<file path="src/rtl/wdt_pkg.sv">
package wdt_pkg;

    localparam int DATA_W = 32;

    typedef enum logic [1:0] {
        ACT_NONE = 2'd0,
        ACT_IRQ  = 2'd1,
        ACT_NMI  = 2'd2,
        ACT_RST  = 2'd3
    } wdt_act_e;

    typedef enum logic [2:0] {
        ST_OFF  = 3'd0,
        ST_RUN  = 3'd1,
        ST_IRQ  = 3'd2,
        ST_NMI  = 3'd3,
        ST_RST  = 3'd4,
        ST_HOLD = 3'd5
    } wdt_state_e;

    localparam logic [7:0] OFFS_CTRL  = 8'h00;
    localparam logic [7:0] OFFS_COUNT = 8'h04;
    localparam int         CAUSE_BIT  = 31;

endpackage

</file>
<file path="src/rtl/wdt_load_sync.sv">
module wdt_load_sync #(
    parameter int LAT = 4,
    parameter int W   = 32
) (
    input  logic         clk,
    input  logic         rst_n,
    input  logic         wr_i,
    input  logic [W-1:0] data_i,
    output logic [W-1:0] pend_o,
    output logic         busy_o,
    output logic         load_o
);

    logic [LAT-1:0] stage_q;
    logic [W-1:0]   pend_q;

    always_ff @(posedge clk or negedge rst_n) begin
        if (!rst_n) begin
            pend_q <= '0;
        end else if (wr_i) begin
            pend_q <= data_i;
        end
    end

    generate
        if (LAT == 1) begin : g_single
            always_ff @(posedge clk or negedge rst_n) begin
                if (!rst_n) stage_q <= '0;
                else        stage_q <= wr_i;
            end
        end else begin : g_chain
            always_ff @(posedge clk or negedge rst_n) begin
                if (!rst_n) stage_q <= '0;
                else        stage_q <= {stage_q[LAT-2:0], wr_i};
            end
        end
    endgenerate

    assign pend_o = pend_q;
    assign busy_o = |stage_q;
    assign load_o = stage_q[LAT-1];

    // captured value is presented on the cycle after the write
    a_r3_pend_capture: assert property (@(posedge clk) disable iff (!rst_n)
        wr_i |=> (pend_o == $past(data_i)));

    // a load only happens while a write is in flight
    a_r4_load_busy: assert property (@(posedge clk) disable iff (!rst_n)
        load_o |-> busy_o);

endmodule

</file>
<file path="src/rtl/wdt_fsm.sv">
module wdt_fsm
    import wdt_pkg::*;
#(
    parameter int RST_CYC = 4,
    parameter int W       = 32
) (
    input  logic         clk,
    input  logic         rst_n,
    input  logic [1:0]   act_i,
    input  logic         load_i,
    input  logic [W-1:0] load_val_i,
    output logic [W-1:0] cnt_o,
    output logic         irq_o,
    output logic         nmi_o,
    output logic         rst_req_o,
    output logic         rst_fire_o
);

    localparam int PW = $clog2(RST_CYC + 1);

    wdt_state_e     state_q, state_d;
    logic [W-1:0]   cnt_q;
    logic [PW-1:0]  pcnt_q;
    logic           armed;

    assign armed = (act_i != ACT_NONE);

    // next-state logic
    always_comb begin
        state_d = state_q;
        if (!armed) begin
            state_d = ST_OFF;
        end else if (load_i) begin
            state_d = ST_RUN;
        end else begin
            unique case (state_q)
                ST_OFF:  state_d = ST_RUN;
                ST_RUN: begin
                    if (cnt_q == '0) begin
                        unique case (wdt_act_e'(act_i))
                            ACT_IRQ:  state_d = ST_IRQ;
                            ACT_NMI:  state_d = ST_NMI;
                            ACT_RST:  state_d = ST_RST;
                            ACT_NONE: state_d = ST_OFF;
                        endcase
                    end
                end
                ST_IRQ:  state_d = ST_IRQ;
                ST_NMI:  state_d = ST_NMI;
                ST_RST: begin
                    if (pcnt_q == PW'(RST_CYC - 1)) state_d = ST_HOLD;
                end
                ST_HOLD: state_d = ST_HOLD;
                default: state_d = ST_OFF;
            endcase
        end
    end

    // state register
    always_ff @(posedge clk or negedge rst_n) begin
        if (!rst_n) state_q <= ST_OFF;
        else        state_q <= state_d;
    end

    // counter and pulse timer
    always_ff @(posedge clk or negedge rst_n) begin
        if (!rst_n) begin
            cnt_q  <= '1;
            pcnt_q <= '0;
        end else begin
            if (load_i) begin
                cnt_q <= load_val_i;
            end else if (state_q == ST_RUN && armed && cnt_q != '0) begin
                cnt_q <= cnt_q - 1'b1;
            end
            if (state_q == ST_RST && state_d == ST_RST) pcnt_q <= pcnt_q + 1'b1;
            else                                        pcnt_q <= '0;
        end
    end

    // outputs
    always_comb begin
        irq_o     = 1'b0;
        nmi_o     = 1'b0;
        rst_req_o = 1'b0;
        unique case (state_q)
            ST_IRQ:  irq_o     = 1'b1;
            ST_NMI:  nmi_o     = 1'b1;
            ST_RST:  rst_req_o = 1'b1;
            default: ;
        endcase
        rst_fire_o = (state_d == ST_RST) && (state_q != ST_RST);
    end

    assign cnt_o = cnt_q;

    // action outputs are mutually exclusive
    a_r9_onehot_out: assert property (@(posedge clk) disable iff (!rst_n)
        $onehot0({irq_o, nmi_o, rst_req_o}));

    // armed counting steps down by exactly one
    a_r4_step_down: assert property (@(posedge clk) disable iff (!rst_n)
        (state_q == ST_RUN && armed && !load_i && cnt_q != '0)
            |=> (cnt_q == $past(cnt_q) - 1'b1));

    // disarmed counter is frozen
    a_r5_frozen_off: assert property (@(posedge clk) disable iff (!rst_n)
        (!armed && !load_i) |=> $stable(cnt_q));

    // counter parked at zero without a load
    a_r9_park_zero: assert property (@(posedge clk) disable iff (!rst_n)
        (cnt_q == '0 && !load_i) |=> (cnt_q == '0));

    // pulse never outlasts its length
    a_r8_pulse_len: assert property (@(posedge clk) disable iff (!rst_n)
        rst_req_o |-> (pcnt_q < PW'(RST_CYC)));

endmodule

</file>
<file path="src/rtl/wdt_top.sv">
module wdt_top
    import wdt_pkg::*;
#(
    parameter int ADDR_W   = 8,
    parameter int LOAD_LAT = 4,
    parameter int RST_CYC  = 4
) (
    input  logic              clk,
    input  logic              por_n,
    input  logic              rst_n,
    input  logic [ADDR_W-1:0] bus_addr,
    input  logic              bus_we,
    input  logic [31:0]       bus_wdata,
    output logic [31:0]       bus_rdata,
    output logic              irq_o,
    output logic              nmi_o,
    output logic              chip_rst_req_o
);

    logic        sys_rst_n;
    logic        sel_ctrl, sel_cnt;
    logic [1:0]  act_q;
    logic        cause_q;
    logic [31:0] pend;
    logic        busy, load;
    logic [31:0] cnt;
    logic        rst_fire;

    assign sys_rst_n = por_n & rst_n;
    assign sel_ctrl  = (bus_addr == ADDR_W'(OFFS_CTRL));
    assign sel_cnt   = (bus_addr == ADDR_W'(OFFS_COUNT));

    // action field, cleared by any reset
    always_ff @(posedge clk or negedge sys_rst_n) begin
        if (!sys_rst_n)              act_q <= ACT_NONE;
        else if (bus_we && sel_ctrl) act_q <= bus_wdata[1:0];
    end

    // reset-cause flag, power-on domain only; setting beats clearing
    always_ff @(posedge clk or negedge por_n) begin
        if (!por_n) begin
            cause_q <= 1'b0;
        end else if (rst_fire) begin
            cause_q <= 1'b1;
        end else if (bus_we && sel_ctrl && bus_wdata[CAUSE_BIT]) begin
            cause_q <= 1'b0;
        end
    end

    wdt_load_sync #(.LAT(LOAD_LAT), .W(DATA_W)) u_sync (
        .clk    (clk),
        .rst_n  (sys_rst_n),
        .wr_i   (bus_we && sel_cnt),
        .data_i (bus_wdata),
        .pend_o (pend),
        .busy_o (busy),
        .load_o (load)
    );

    wdt_fsm #(.RST_CYC(RST_CYC), .W(DATA_W)) u_fsm (
        .clk        (clk),
        .rst_n      (sys_rst_n),
        .act_i      (act_q),
        .load_i     (load),
        .load_val_i (pend),
        .cnt_o      (cnt),
        .irq_o      (irq_o),
        .nmi_o      (nmi_o),
        .rst_req_o  (chip_rst_req_o),
        .rst_fire_o (rst_fire)
    );

    always_comb begin
        bus_rdata = '0;
        if (sel_ctrl) begin
            bus_rdata[CAUSE_BIT] = cause_q;
            bus_rdata[1:0]       = act_q;
        end else if (sel_cnt) begin
            bus_rdata = busy ? pend : cnt;
        end
    end

    // a rising reset request always finds the flag set
    a_r10_cause_set: assert property (@(posedge clk) disable iff (!sys_rst_n)
        $rose(chip_rst_req_o) |-> cause_q);

    // count write readable on the following cycle
    a_r3_readback: assert property (@(posedge clk) disable iff (!sys_rst_n)
        (bus_we && sel_cnt) |=> (!sel_cnt || bus_rdata == $past(bus_wdata)));

    // unmapped offsets read zero
    a_r2_unmapped_zero: assert property (@(posedge clk) disable iff (!sys_rst_n)
        (!sel_ctrl && !sel_cnt) |-> (bus_rdata == '0));

endmodule

</file>
<file path="config.mk">
export PLATFORM = sky130hd
export DESIGN_NAME = wdt_top
export DESIGN_NICKNAME = d
export VERILOG_FILES = /design/src/rtl/wdt_pkg.sv /design/src/rtl/wdt_load_sync.sv /design/src/rtl/wdt_fsm.sv /design/src/rtl/wdt_top.sv
export SDC_FILE = /design/constraint.sdc
export NUM_CORES = 1
export LEC_CHECK = 0
export ABC_AREA = 1
export BUFFER_PORTS_ARGS = -buffer_cell sky130_fd_sc_hd__clkbuf_2
export CAP_MARGIN = 15
export CORE_AREA = 2 2 91 111
export DETAILED_ROUTE_END_ITERATION = 12
export DIE_AREA = 0 0 93 113
export PLACE_DENSITY = 0.73
export SETUP_SLACK_MARGIN = 0.5
export SLEW_MARGIN = 15
export SYNTH_ARGS = -nofsm -noshare
export SYNTH_HDL_FRONTEND = slang
export SYNTH_SLANG_ARGS = --single-unit
export TNS_END_PERCENT = 50
</file>
<file path="constraint.sdc">
create_clock -name clk -period 2.05 [get_ports clk]
set_clock_uncertainty 0.05 [all_clocks]
set_input_delay 0.1025 -clock clk [delete_from_list [all_inputs] [get_ports clk]]
set_output_delay 0.1025 -clock clk [all_outputs]
set_load 0.1 [all_outputs]
</file>
## Word level (Yosys, flattened, before mapping)

Cells that the tools add are included.

- Bits in registers: 77
- Input port bits: 44
- Output and inout port bits: 35
- Logic and storage cells: 57

- $add $sub $neg: 2
- Eq/ne operators: 12
- Muxes and demuxes: 19
- Bitwise logic cells: 1
- Reduce and logical (&&, ||, !) cells: 16

Operator list:

| kind | number |
|---|---|
| 32-bit two-way mux | 4 |
| 32-bit zero test | 1 |
| 32-bit nonzero test | 1 |
| 32-bit by 1-bit subtractor with 32-bit output, second input constant | 1 |
| 29-bit two-way mux | 1 |
| 3-bit one-hot mux with 6 select lines | 1 |
| 3-bit two-way mux | 5 |
| 3-bit one-hot mux with 4 select lines | 1 |
| 3-bit by 2-bit equality test with 1-bit output, second input constant | 3 |
| 3-bit equality test, second input constant | 3 |
| 8-bit by 3-bit equality test with 1-bit output, second input constant | 1 |
| 8-bit zero test | 1 |
| 1-bit logical AND | 7 |
| 1-bit two-way mux | 6 |
| 2-bit nonzero test | 3 |
| 2-bit equality test, second input constant | 2 |
| 4-bit OR reduction | 1 |
| 3-bit by 1-bit adder with 3-bit output, second input constant | 1 |
| 3-bit by 1-bit equality test with 1-bit output, second input constant | 1 |
| 3-bit zero test | 1 |
| 3-bit inequality test, second input constant | 1 |
| 2-bit by 1-bit equality test with 1-bit output, second input constant | 1 |
| 2-bit zero test | 1 |
| 2-bit two-way mux | 1 |
| 1-bit AND | 1 |

## Depth between registers and ports, before layout

- Word-level depth: 9
- Depth in mapped cells: 14
- Mapped depth without buffers: 14

## By module

A second synthesis with hierarchy kept.

- Cell total of the unflattened synthesis: 694
- Area total of the unflattened synthesis: 5235.0 sq um

By module, submodules not included:

| module | times used | cells each | area an instance (sq um) | seq. area each (sq um) |
|---|---|---|---|---|
| wdt_fsm | 1 | 416 | 2992.9 | 991.0 |
| wdt_load_sync | 1 | 143 | 1403.8 | 900.9 |
| wdt_top | 1 | 135 | 838.3 | 75.1 |

## Worst setup path after synthesis

OpenSTA, ideal clock, no wires.

- Kind: register to output
- Start: reg u_sync.stage_q[3]
- End: out bus_rdata[31]
- Data arrival time: 3.196 ns
- Required time: 1.898 ns
- Slack: -1.298 ns
- Cell stages (with the launch flop): 8
- Buffers on the path: 2
- Cells stage by stage: dfrtp_1 -> buf_2 -> nor2_1 -> nand2_1 -> inv_1 -> buf_2 -> o21ai_0 -> o21ai_0

- Cells in the longest elaborated chain, start to end: 4

Ends and longest elaborated chain:

| element | line | source |
|---|---|---|
| start, declared | wdt_load_sync.sv:14 | `logic [LAT-1:0] stage_q;` |
| start signal, assigned | wdt_load_sync.sv:34 | `else stage_q <= {stage_q[LAT-2:0], wr_i};` |
| 4-bit OR reduction | wdt_load_sync.sv:40 | `assign busy_o = \|stage_q;` |
| 32-bit two-way mux | wdt_top.sv:79 | `bus_rdata = busy ? pend : cnt;` |
| 32-bit two-way mux | wdt_top.sv:78 | `end else if (sel_cnt) begin` |
| 1-bit two-way mux | wdt_top.sv:75 | `if (sel_ctrl) begin` |
| end, declared | wdt_top.sv:14 | `output logic [31:0] bus_rdata,` |

No other way between the ends.

## Worst setup path in the final report

- Start: reg u_fsm.cnt_q[1] (netlist: u_fsm.cnt_o[1])
- End: reg u_fsm.cnt_q[7] (netlist: u_fsm.cnt_o[7])

- Cells in the longest elaborated chain, start to end: 3
- Elaborated cells between the ends (all ways): 6
- Classes of those cells: add/sub: 1; mux: 2; reduce/logical: 3

Ends and longest elaborated chain:

| element | line | source |
|---|---|---|
| start, declared | wdt_fsm.sv:22 | `logic [W-1:0] cnt_q;` |
| start signal, assigned | wdt_fsm.sv:72 | `cnt_q <= load_val_i;` |
| start signal, assigned | wdt_fsm.sv:74 | `cnt_q <= cnt_q - 1'b1;` |
| 32-bit by 1-bit subtractor with 32-bit output / 32-bit nonzero test (equally long branches) | wdt_fsm.sv:74, wdt_fsm.sv:73 |  |
| 32-bit two-way mux / 1-bit logical AND (equally long branches) | wdt_fsm.sv:73 | `end else if (state_q == ST_RUN && armed && cnt_q != '0) begin` |
| 32-bit two-way mux / 2-bit nonzero test (equally long branches) | - |  |

Several ways; a longest one is shown, not always the timed one. The select of a mux whose other input is x is not followed.
A chain may end at the register's enable or synchronous reset.

==> flow_metrics.tcl <==
set metrics [dict create \
    clock-sinks 77 \
    cts_root_buf "clkbuf_16" \
    first_pass_iters 5 \
    routed.top_layer "met4" \
    antenna_found_initial 0 \
    yosysTopAreaCell "dfrtp_1" \
    cts_tree "done" \
    drc 0 \
    hold_violations 0 \
    met3_length_um 724 \
    syn_inst 659 \
    synth_area_um2 4732 \
    yosysTopAreaCellShare_pct 23.80 \
    criticalPathCategory "reg2reg" \
    vias_per_cell 5.362 \
    worst_slack_ns 0.1374 \
    gp_congestion 0.9171 \
    worst-r2r-setup-slack_ns 0.14 \
    drt_iter0_drc 291 \
    grt_max_degree 77 \
    status "completed" \
    async_flop_share_pct 100.0 \
    crit_start "u_fsm.cnt_o[1]$_DFFE_PN1P_" \
    ys.flop_type "dfrtp_1" \
    max_freq_mhz 522.9 \
    wl_um 15130 \
    rr_startpoint "u_fsm.cnt_o[1]$_DFFE_PN1P_" \
    yosys_warnings 0 \
    dp_hpwl_um 9292 \
    grt_setup_unrepaired "yes" \
    finalSetupViolCount 0 \
    final_cells 933 \
    tightest_slew_ns 0.5462 \
    yosys-top-cells-area "dfrtp_1 24%, dfstp_2 18%, nand2_1 18%, inv_1 6.9%, nor2_1 5.2%" \
    rows 39 \
    cp-start-kind "flip-flop" \
    ys_ff_latch 77 \
    placeableCoreArea_um2 9369 \
    fin_util_pct 78.27 \
    drt-met1-wl_um 5839 \
    grt_pass1_wl_um 24400 \
    port_buffers 78 \
    vias 5003 \
    fin_nets 856 \
    placed_cells 853 \
    die_w_um 93 \
    slowest_stage "dfstp_2" \
    cap_viol_max_count 0 \
    cpPeakStageDelay_ns 0.56 \
    drv_slew 0 \
    crit_chain "inv_4 > ha_4 > inv_2 > nor2_2 > nand2_1 > nor2_2 > nand2_2 > nor2_8 > nor2_8 > nand2_4 > inv_4 > buf_12 > nand4_1 > nand3_1" \
    start_util_pct 50.51 \
    dr_wl_met2_um 7884 \
    clockBufferDepth 2 \
    area_growth_pct 54.97 \
    tns_ns 0 \
    syn-num-nets 710 \
    drive_above_1_share_pct 38.15 \
    diodes 0 \
    cp_data_required_time_ns 2.28 \
    grtUsageTotal_pct 29.65 \
    arrival_ns 2.14 \
    worstPathMaxFanout 10 \
    max-slew-margin-rel_pct 63.74 \
    reg2reg_to "u_fsm.cnt_o[7]$_DFFE_PN1P_" \
    avgSynthCellArea_um2 7.181 \
    peakVddDrop_v 0.0006033 \
    whs_ns 0.03022 \
    ant_nets 0 \
    finalCriticalPeriod_ns 1.913 \
    hp-class "in2async" \
    fin_crit_sh_pct 93.30 \
    dp_slack_ns 0.1051 \
    worst_setup_path_end_kind "flip-flop" \
    synth-seq-area-share_pct 41.57 \
    powerDensity_nw_per_um2 947.1 \
    synth_edf_count 0 \
    cts_buffers 9 \
    overflow 0 \
    die_area_um2 10510 \
    grt_pass1_vias 5182 \
    clkLatencyLatePin_ns 0.34 \
    synth_cell_types 36 \
    r2r_cells 14 \
    ios 79 \
    avgRoutedWirePerCell_um 16.21 \
    die_h_um 113 \
    p_leak_nw 3.481 \
    htree_levels 3 \
    path_clk_slew_ns 0.07 \
]
==> cell families (layout without fill, tap and decap cells) <==
family | Yosys count | count (layout) | synth area share, %
AND/OR/NAND/NOR | 358 | 358 | 32.31
buffers and inverters | 113 | 264 | 9.624
AO/OA/AOI/OAI | 87 | 87 | 11.50
flip-flops | 77 | 77 | 41.57
XOR/XNOR | 17 | 17 | 3.146
adder cells (fa/ha/maj) | 7 | 7 | 1.851
==> worst max-delay path, delay by kind of cell, from the launching register on <==
kind | cells | cell delay [ns]
adder cells (fa/ha/maj) | 1 | 0.15
buffers and inverters | 4 | 0.29
flip-flops | 1 | 0.56
AND/OR/NAND/NOR | 9 | 0.81
==> synth_stat cells (2+ instances only) <==
| cell | number |
|---|---|
| a21oi_1 | 17 |
| o211ai_2 | 9 |
| nand4_1 | 10 |
| nor2_2 | 13 |
| nand2_2 | 5 |
| dfrtp_1 | 45 |
| nand2_1 | 222 |
| inv_1 | 87 |
| buf_4 | 2 |
| nor2_8 | 3 |
| nor2_1 | 65 |
| ha_1 | 7 |
| o21ai_0 | 46 |
| buf_2 | 6 |
| xor2_1 | 16 |
| clkbuf_1 | 13 |
| nand3b_1 | 2 |
| inv_2 | 2 |
| o21ai_1 | 2 |
| nand3_1 | 26 |
| nor3_1 | 8 |
| o211ai_1 | 2 |
| o22ai_1 | 2 |
| o221ai_1 | 6 |
| dfstp_2 | 32 |
==> sequential cells by signal, indices dropped and copies added, names as in the netlist <==
name / cells
u_fsm.cnt_o: 32
u_sync.pend_o: 32
u_sync.stage_q: 4
u_fsm.pcnt_q: 3
u_fsm.state_q: 3
act_q: 2
cause_q: 1
==> cell type report <==
class / instances / area (um2)
multi-input combinational: 469 / 2693
fill: 646 / 2036
sequential: 77 / 1967
timing repair buffer: 155 / 1753
inverter: 90 / 427.9
clock buffer: 10 / 239.0
tap: 123 / 153.9
clock inverter: 6 / 68.82
timing repair inverter: 3 / 31.28
==> per-layer routing <==
metal,vias to the layer above,GRT usage (%)
met1,2385,33.26
met2,192,52.71
met5,-,0
li1,2367,-
met4,0,14.71
met3,59,6.458
==> report_power, final <==
group / leakage [nW] / switching [mW] / internal (mW)
registers: 0.946 / 0.233 / 1.79
logic: 2.38 / 2.06 / 1.21
clock network: 0.149 / 0.667 / 0.984
==> worst max path at each step <==
stage / to / slack, ns
after floorplan: irq_o / 0.13
after global placement: u_fsm.cnt_o[25]$_DFFE_PN1P_ / 0.17
after detailed placement: u_fsm.cnt_o[29]$_DFFE_PN1P_ / 0.11
after CTS: bus_rdata[27] / 0.17
after global routing: u_fsm.cnt_o[7]$_DFFE_PN1P_ / 0.03
final: u_fsm.cnt_o[7]$_DFFE_PN1P_ / 0.14
==> cells in the final DEF (no fill, tap or decap), drive strengths merged <==
cell type / n
a21oi: 17
a31oi: 1
and3: 1
buf: 75
bufinv: 1
clkbuf: 56
clkinv: 3
clkinvlp: 13
dfrtp: 45
dfstp: 32
dlygate4sd3: 34
ha: 7
inv: 82
nand2: 227
nand2b: 1
nand3: 26
nand3b: 2
nand4: 10
nor2: 82
nor3: 8
nor3b: 1
o211ai: 11
o21ai: 48
o21bai: 1
o221ai: 6
o22ai: 3
xnor2: 1
xor2: 16
==> through the flow <==
stage	power (mW)	area, um2
after detailed placement	4.742	5973
after floorplan	4.086	4946
after CTS	6.584	7074
after global placement	4.707	5973
after global routing	7.374	7333
final	6.945	7333
==> what timing repair did <==
action | CTS | global route
pin swaps | 13 | 17
resized for setup | 74 | 46
cloned | 6 | 0
hold buffers | 34 | 0
endpoints found under the setup margin | 74 | 74
endpoints found under the hold margin | 79 | 0
buffers inserted | 14 | 10
(Power assumes the default switching activity.)
